[src/rtl/cfg_loader_pkg.sv]
package cfg_loader_pkg;
  typedef enum logic [3:0] {
    ST_IDLE, ST_REQ, ST_WREL, ST_PRIME, ST_XFER,
    ST_TRAIL, ST_WINIT, ST_PASS, ST_FAIL, ST_TMO
  } ld_state_e;
endpackage

[src/rtl/cfg_clk_gen.sv]
module cfg_clk_gen #(
  parameter int HALF_DIV = 4
) (
  input  logic clk_i,
  input  logic rst_ni,
  input  logic en_i,
  output logic clk_o,
  output logic rise_o,
  output logic fall_o
);
  localparam int CW = (HALF_DIV > 1) ? $clog2(HALF_DIV) : 1;

  logic [CW-1:0] cnt_q;
  logic          clk_q;
  logic          tick;

  assign tick   = en_i && (cnt_q == CW'(HALF_DIV - 1));
  assign rise_o = tick && !clk_q;
  assign fall_o = tick && clk_q;
  assign clk_o  = clk_q;

  always_ff @(posedge clk_i or negedge rst_ni) begin
    if (!rst_ni) begin
      cnt_q <= '0;
      clk_q <= 1'b0;
    end else if (!en_i) begin
      cnt_q <= '0;
      clk_q <= 1'b0;
    end else if (tick) begin
      cnt_q <= '0;
      clk_q <= ~clk_q;
    end else begin
      cnt_q <= cnt_q + CW'(1);
    end
  end
endmodule

[src/rtl/cfg_fetch.sv]
module cfg_fetch #(
  parameter int ADDR_W = 12
) (
  input  logic              clk_i,
  input  logic              rst_ni,
  input  logic              clr_i,
  input  logic              req_i,
  output logic [ADDR_W-1:0] mem_addr_o,
  output logic              mem_rd_o,
  input  logic [7:0]        mem_data_i,
  output logic [7:0]        data_o,
  output logic              loaded_o
);
  logic [ADDR_W-1:0] addr_q;
  logic              rd_q;
  logic              lat_q;
  logic [7:0]        data_q;

  always_ff @(posedge clk_i or negedge rst_ni) begin
    if (!rst_ni) begin
      addr_q <= '0;
      rd_q   <= 1'b0;
      lat_q  <= 1'b0;
      data_q <= '0;
    end else begin
      rd_q  <= req_i;
      lat_q <= rd_q;
      if (clr_i)     addr_q <= '0;
      else if (rd_q) addr_q <= addr_q + ADDR_W'(1);
      if (lat_q) data_q <= mem_data_i;
    end
  end

  assign mem_addr_o = addr_q;
  assign mem_rd_o   = rd_q;
  assign data_o     = data_q;
  assign loaded_o   = lat_q;
endmodule

[src/rtl/cfg_timer.sv]
module cfg_timer #(
  parameter int W = 9
) (
  input  logic         clk_i,
  input  logic         rst_ni,
  input  logic         load_i,
  input  logic [W-1:0] load_val_i,
  input  logic         dec_i,
  output logic         zero_o
);
  logic [W-1:0] q;

  always_ff @(posedge clk_i or negedge rst_ni) begin
    if (!rst_ni)                 q <= '0;
    else if (load_i)             q <= load_val_i;
    else if (dec_i && q != '0)   q <= q - W'(1);
  end

  assign zero_o = (q == '0);
endmodule

[src/rtl/cfg_loader.sv]
module cfg_loader
  import cfg_loader_pkg::*;
#(
  parameter int ADDR_W   = 12,
  parameter int REQ_CYC  = 4,
  parameter int HALF_DIV = 4,
  parameter int INIT_TMO = 300,
  localparam int CNT_W   = ADDR_W + 1
) (
  input  logic              clk_i,
  input  logic              rst_ni,
  input  logic              start_i,
  input  logic [CNT_W-1:0]  byte_count_i,
  output logic [ADDR_W-1:0] mem_addr_o,
  output logic              mem_rd_o,
  input  logic [7:0]        mem_data_i,
  output logic              cfg_req_no,
  input  logic              status_ni,
  input  logic              done_i,
  input  logic              init_done_i,
  output logic              cfg_clk_o,
  output logic [7:0]        cfg_data_o,
  output logic              busy_o,
  output logic              ok_o,
  output logic              err_o,
  output logic              tmo_o
);
  localparam int TMR_MAX = (REQ_CYC > INIT_TMO) ? REQ_CYC : INIT_TMO;
  localparam int TMR_W   = $clog2(TMR_MAX + 1);

  ld_state_e         state_q, state_d;
  logic              req_n_q;
  logic [CNT_W-1:0]  sent_q, total_q;
  logic              init_q;

  logic              clk_en, rise, fall;
  logic              fetch_req, loaded, run_start;
  logic              tmr_load, tmr_dec, tmr_zero;
  logic [TMR_W-1:0]  tmr_val;

  cfg_clk_gen #(.HALF_DIV(HALF_DIV)) u_clk (
    .clk_i (clk_i),
    .rst_ni(rst_ni),
    .en_i  (clk_en),
    .clk_o (cfg_clk_o),
    .rise_o(rise),
    .fall_o(fall)
  );

  cfg_fetch #(.ADDR_W(ADDR_W)) u_fetch (
    .clk_i     (clk_i),
    .rst_ni    (rst_ni),
    .clr_i     (run_start),
    .req_i     (fetch_req),
    .mem_addr_o(mem_addr_o),
    .mem_rd_o  (mem_rd_o),
    .mem_data_i(mem_data_i),
    .data_o    (cfg_data_o),
    .loaded_o  (loaded)
  );

  // one counter serves the request pulse and the init-done watchdog
  cfg_timer #(.W(TMR_W)) u_tmr (
    .clk_i     (clk_i),
    .rst_ni    (rst_ni),
    .load_i    (tmr_load),
    .load_val_i(tmr_val),
    .dec_i     (tmr_dec),
    .zero_o    (tmr_zero)
  );

  assign clk_en = (state_q == ST_XFER) || (state_q == ST_TRAIL);

  always_comb begin
    state_d   = state_q;
    fetch_req = 1'b0;
    run_start = 1'b0;
    tmr_load  = 1'b0;
    tmr_dec   = 1'b0;
    tmr_val   = '0;
    unique case (state_q)
      ST_IDLE, ST_PASS, ST_FAIL, ST_TMO: begin
        if (start_i) begin
          state_d   = ST_REQ;
          run_start = 1'b1;
          tmr_load  = 1'b1;
          tmr_val   = TMR_W'(REQ_CYC - 1);
        end
      end
      ST_REQ: begin
        if (tmr_zero) state_d = ST_WREL;
        else          tmr_dec = 1'b1;
      end
      ST_WREL: begin
        if (status_ni) begin
          fetch_req = 1'b1;
          state_d   = ST_PRIME;
        end
      end
      ST_PRIME: begin
        if (!status_ni)  state_d = ST_FAIL;
        else if (loaded) state_d = ST_XFER;
      end
      ST_XFER: begin
        if (!status_ni) state_d = ST_FAIL;
        else if (fall) begin
          if (done_i)                  state_d = ST_TRAIL;
          else if (sent_q == total_q)  state_d = ST_FAIL;
          else                         fetch_req = 1'b1;
        end
      end
      ST_TRAIL: begin
        // the fall that revealed done was the first trailing edge
        if (!status_ni) state_d = ST_FAIL;
        else if (fall) begin
          state_d  = ST_WINIT;
          tmr_load = 1'b1;
          tmr_val  = TMR_W'(INIT_TMO);
        end
      end
      ST_WINIT: begin
        if (init_done_i && !init_q) state_d = ST_PASS;
        else if (tmr_zero)          state_d = ST_TMO;
        else                        tmr_dec = 1'b1;
      end
      default: state_d = ST_IDLE;
    endcase
  end

  always_ff @(posedge clk_i or negedge rst_ni) begin
    if (!rst_ni) begin
      state_q <= ST_IDLE;
      req_n_q <= 1'b1;
      sent_q  <= '0;
      total_q <= '0;
      init_q  <= 1'b0;
    end else begin
      state_q <= state_d;
      req_n_q <= (state_d != ST_REQ);
      init_q  <= init_done_i;
      if (run_start) begin
        sent_q  <= '0;
        total_q <= byte_count_i;
      end else if (rise && state_q == ST_XFER) begin
        sent_q <= sent_q + CNT_W'(1);
      end
    end
  end

  assign cfg_req_no = req_n_q;
  assign ok_o       = (state_q == ST_PASS);
  assign err_o      = (state_q == ST_FAIL);
  assign tmo_o      = (state_q == ST_TMO);
  assign busy_o     = !(state_q inside {ST_IDLE, ST_PASS, ST_FAIL, ST_TMO});
endmodule

[config.mk]
export PLATFORM = sky130hd
export DESIGN_NAME = cfg_loader
export DESIGN_NICKNAME = d
export VERILOG_FILES = /design/src/rtl/cfg_loader_pkg.sv /design/src/rtl/cfg_clk_gen.sv /design/src/rtl/cfg_fetch.sv /design/src/rtl/cfg_timer.sv /design/src/rtl/cfg_loader.sv
export SDC_FILE = /design/constraint.sdc
export NUM_CORES = 1
export LEC_CHECK = 0
export BUFFER_PORTS_ARGS = -buffer_cell sky130_fd_sc_hd__buf_2
export CORE_MARGIN = 2
export CORE_UTILIZATION = 51
export CTS_CLUSTER_SIZE = 30
export DETAILED_ROUTE_END_ITERATION = 8
export PLACE_DENSITY = 0.78
export SYNTH_ARGS = -nofsm -noshare
export SYNTH_HDL_FRONTEND = slang
export SYNTH_HIERARCHICAL = 1
export SYNTH_SLANG_ARGS = --single-unit
[constraint.sdc]
create_clock -name clk_i -period 2.5 [get_ports clk_i]
set_input_delay 0.25 -clock clk_i [delete_from_list [all_inputs] [get_ports clk_i]]
set_output_delay 0.25 -clock clk_i [all_outputs]
set_load 0.05 [all_outputs]
==> key figures <==
STA
  – Final Slew Violations: 0
  – Part of the cycle the worst path needs: between 90% and 100%
  – Slew headroom: between 50% and 60%
  – Fmax: roughly 440 MHz
  – RSZ-0062 raised after global routing: no
  – Final setup margin: between 0.2 and 0.25 ns
  – Final setup fails: 0
  – Worst Clk Skew: between 0.009 and 0.01 ns
  – Worst-Margin Slew: ~0.66 ns
  – Total negative setup slack: 0 ns
  – Final hold violations: 0
  – Tmin final: ~2.3 ns

Logic synthesis
  – Register bit total from synthesis: 66
  – Cell count after synthesis: approximately 350
  – Seq/Total Area, Yosys: 46.2%
  – Synthesized area: 3580 µm²
  – Ys flop type: dfrtp_1
  – Ys async rst share: 100%
  – Post-synth EDFFs: 0
  – Avg Cell Area, Syn: slightly above 10 µm²
  – Synth unique cells: 62
  – Synth Warn #: 6

Clock network
  – PostCTS Resize Cnt: 0
  – Clock latency on the worst-skew pair: 0.34 ns
  – Cts bufs inserted: 9
  – Clock sinks: 66
  – Clock Path Buffers: 2
  – Root buf cell: clkbuf_8
  – H-tree depth: 3
  – Worst-path clk slew: ~0.070 ns
  – CTS tree: yes

Routing
  – Residual DRC: 0
  – Drt wl/cell: 14.0 µm
  – Initial detailed-routing violation count: between 150 and 200
  – DRT Pass-1 Iters: 4
  – Vias per cell: about 5.5
  – Vias: approximately 2800
  – Post-Route WL: a little over 7 mm
  – Post-DRT Antenna Nets: 0

Setup path
  – Critical path data arrival time: roughly 2.6 ns
  – CP max FO: 6
  – Worst EP required: about 2.8 ns
  – CP endpoint kind: flop
  – Kind of launch point of the worst setup path: flop
  – Setup Crit Path Kind: reg -> reg

Die
  – Die Wd: just under 90 µm
  – Core ar.: just under 7000 µm²
  – I/O pin cnt: between 50 and 60
  – Starting Density: between 50% and 60%
  – Die area: between 7000 and 8000 µm²
  – Number of placement rows: 30
  – Die height: around 88 µm

Run status
  – Run status: finished, final reports clean

Placed design
  – GPL Wtd Cong: roughly 0.93
  – Detailed placement HPWL: slightly above 5 mm
  – IO buf count: 53
  – Setup Slack @ Placement: approximately 0.25 ns

Power and ir drop
  – Total power: about 4.2 mW
  – Peak VDD IR: 0.000541 V
  – Leak pwr: approximately 1.9 nW
  – Power density over cell area: approximately 1000 nW/µm²

Global route
  – Wire length of the first global-routing pass: about 13 mm
  – Total grt overflow: 0
  – Number of global-route vias before repair: 2783
  – Initial antenna violation count: 0
  – Pin count of the biggest net entering global routing: 67
  – GRT Overall Usage: around a fifth

Final layout
  – Share of cells above drive strength 1: a little over a quarter
  – Layout Nets: around 450
  – P&R area growth vs syn: 17.2%
  – N_diodes: 0

Min path
  – Hold Crit Class: in -> reg

Job
  – Maxcap violations: 0
## registers in the layout, indices dropped and copies added, names as in the netlist
signal / flops
state_q: 4
cfg_req_no: 1
u_fetch/mem_rd_o: 1
u_clk/clk_o: 1
sent_q: 13
u_clk/cnt_q: 2
init_q: 1
total_q: 13
u_fetch/mem_addr_o: 12
u_tmr/q: 9
u_fetch/data_o: 8
u_fetch/loaded_o: 1
## layout make-up
class                   count  area, µm²
fillers                   591       2600
multi-input cells         257       1800
flip-flops and latches     66       1650
repair buffers             69        400
clock buffers              13        159
well taps                  96        120
inverters                  15       56.3
clock inverters             2       12.5
## synthesized netlist by cell type (2+ instances only)
library cell   n  area (µm²)
nor3b_1        6        45.0
buf_4          3        22.5
and2_1         4        25.0
nand2b_1       7        43.8
nor3_1        11        55.1
buf_2          9        45.0
nand3_1        9        45.0
a211o_1        2        17.5
nand4_2        2        25.0
o211ai_1       6        45.0
and4_1         2        17.5
and3_1         2        12.5
o311ai_1       2        17.5
ha_1           4        50.1
a21o_1         2        15.0
a21oi_1        8        40.0
nor2_1        41         154
mux2_2        21         236
xnor2_1       28         245
o22ai_1        2        12.5
or4b_1         2        20.0
dfrtp_1       65        1630
xor2_1         6        52.6
o21ai_0        4        20.0
o2111ai_1      4        35.0
nand2_1       27         101
inv_1         15        56.3
or4_1          2        15.0
nor2b_1        7        43.8
mux2i_1        2        20.0
nand4b_1       3        26.3
nand4_1        8        50.1
nor4b_1        2        17.5
a311oi_1       2        17.5
clkbuf_1       4        15.0
a311o_1        3        30.0
## cell families (layout without fill, tap and decap cells)
family | count (synthesis) | in the layout | share of synthesized area [%]
buf+inv | 32 | 99 | 3.98
compound gates | 46 | 46 | 9.72
xor+xnor | 34 | 34 | 8.32
fa+ha+maj | 4 | 4 | 1.40
mux | 23 | 23 | 7.17
flops | 66 | 66 | 46.2
other cells | 1 | 3 | 0.105
simple gates | 147 | 147 | 23.1
## where the power goes
| part | internal, mW | leakage (nW) | switching, mW |
|---|---|---|---|
| registers | 1.35 | 0.859 | 0.246 |
| logic | 0.723 | 0.975 | 1.06 |
| clock network | 0.408 | 0.0855 | 0.390 |
## what timing repair did
item	in CTS	in global routing
buffers inserted	0	0
hold buffers	1	0
hold endpoints to repair	65	0
## layout by cell type, fill, tap and decap left out, types with 3 or more instances in the layout
cell type	count
nor2_1	41
buf_4	14
nand4b_1	3
nand2b_1	7
o2111ai_1	4
xnor2_1	28
a311o_1	3
o211ai_1	6
ha_1	4
dfrtp_1	65
xor2_1	6
nor2b_1	6
o21ai_0	4
nor3_1	11
a21oi_1	8
nand2_1	27
mux2_2	21
clkbuf_8	11
nand4_1	8
and2_1	4
buf_2	53
inv_1	15
nor3b_1	6
conb_1	3
nand3_1	9
## through the flow
stage | cells | util, % | hold WS, ns | instance area (µm²)
after CTS | 518 | 61.8 | 0.0204 | 4200
after global placement | 502 | 59.1 | 0.295 | 4020
final | 518 | 61.8 | 0.0338 | 4200
after detailed placement | 502 | 59.1 | 0.297 | 4020
after global routing | 518 | 61.8 | 0.0190 | 4200
after floorplan | 355 | - | -0.0456 | 3590
## worst paths after layout
path,start,endpoint,slack (ns),cells after the start
setup / recovery,u_tmr/q[0]$_DFFE_PN0P_,cfg_req_no$_DFF_PN1_,0.22,9
hold / removal,init_done_i,init_q$_DFF_PN0_,0.03,1
setup reg to reg,u_tmr/q[0]$_DFFE_PN0P_,cfg_req_no$_DFF_PN1_,0.22,9
hold reg to reg,u_clk/cnt_q[0]$_DFF_PN0_,u_clk/cnt_q[0]$_DFF_PN0_,0.45,1
max in group asynchronous,rst_ni,u_fetch/data_o[1]$_DFFE_PN0P_,1.75,3
min in group asynchronous,rst_ni,init_q$_DFF_PN0_,0.44,3
## critical path: stages (launching register included)
cell	delay [ns]
dfrtp_1	0.42
inv_1	0.10
ha_1	0.19
or4b_1	0.46
nor2_1	0.16
buf_4	0.16
o22ai_1	0.08
a221o_1	0.31
a211o_1	0.25
nand4b_1	0.11
## metal layers
layer	GRT usage [%]	vias up	part of all wire (%)
li1	-	1369	-
met3	5.18	6	5.5
met2	33.3	99	47
met1	28.3	1372	47
met4	6.29	0	1.0
met5	0	-	0
Power figures use the tool's default switching activity.
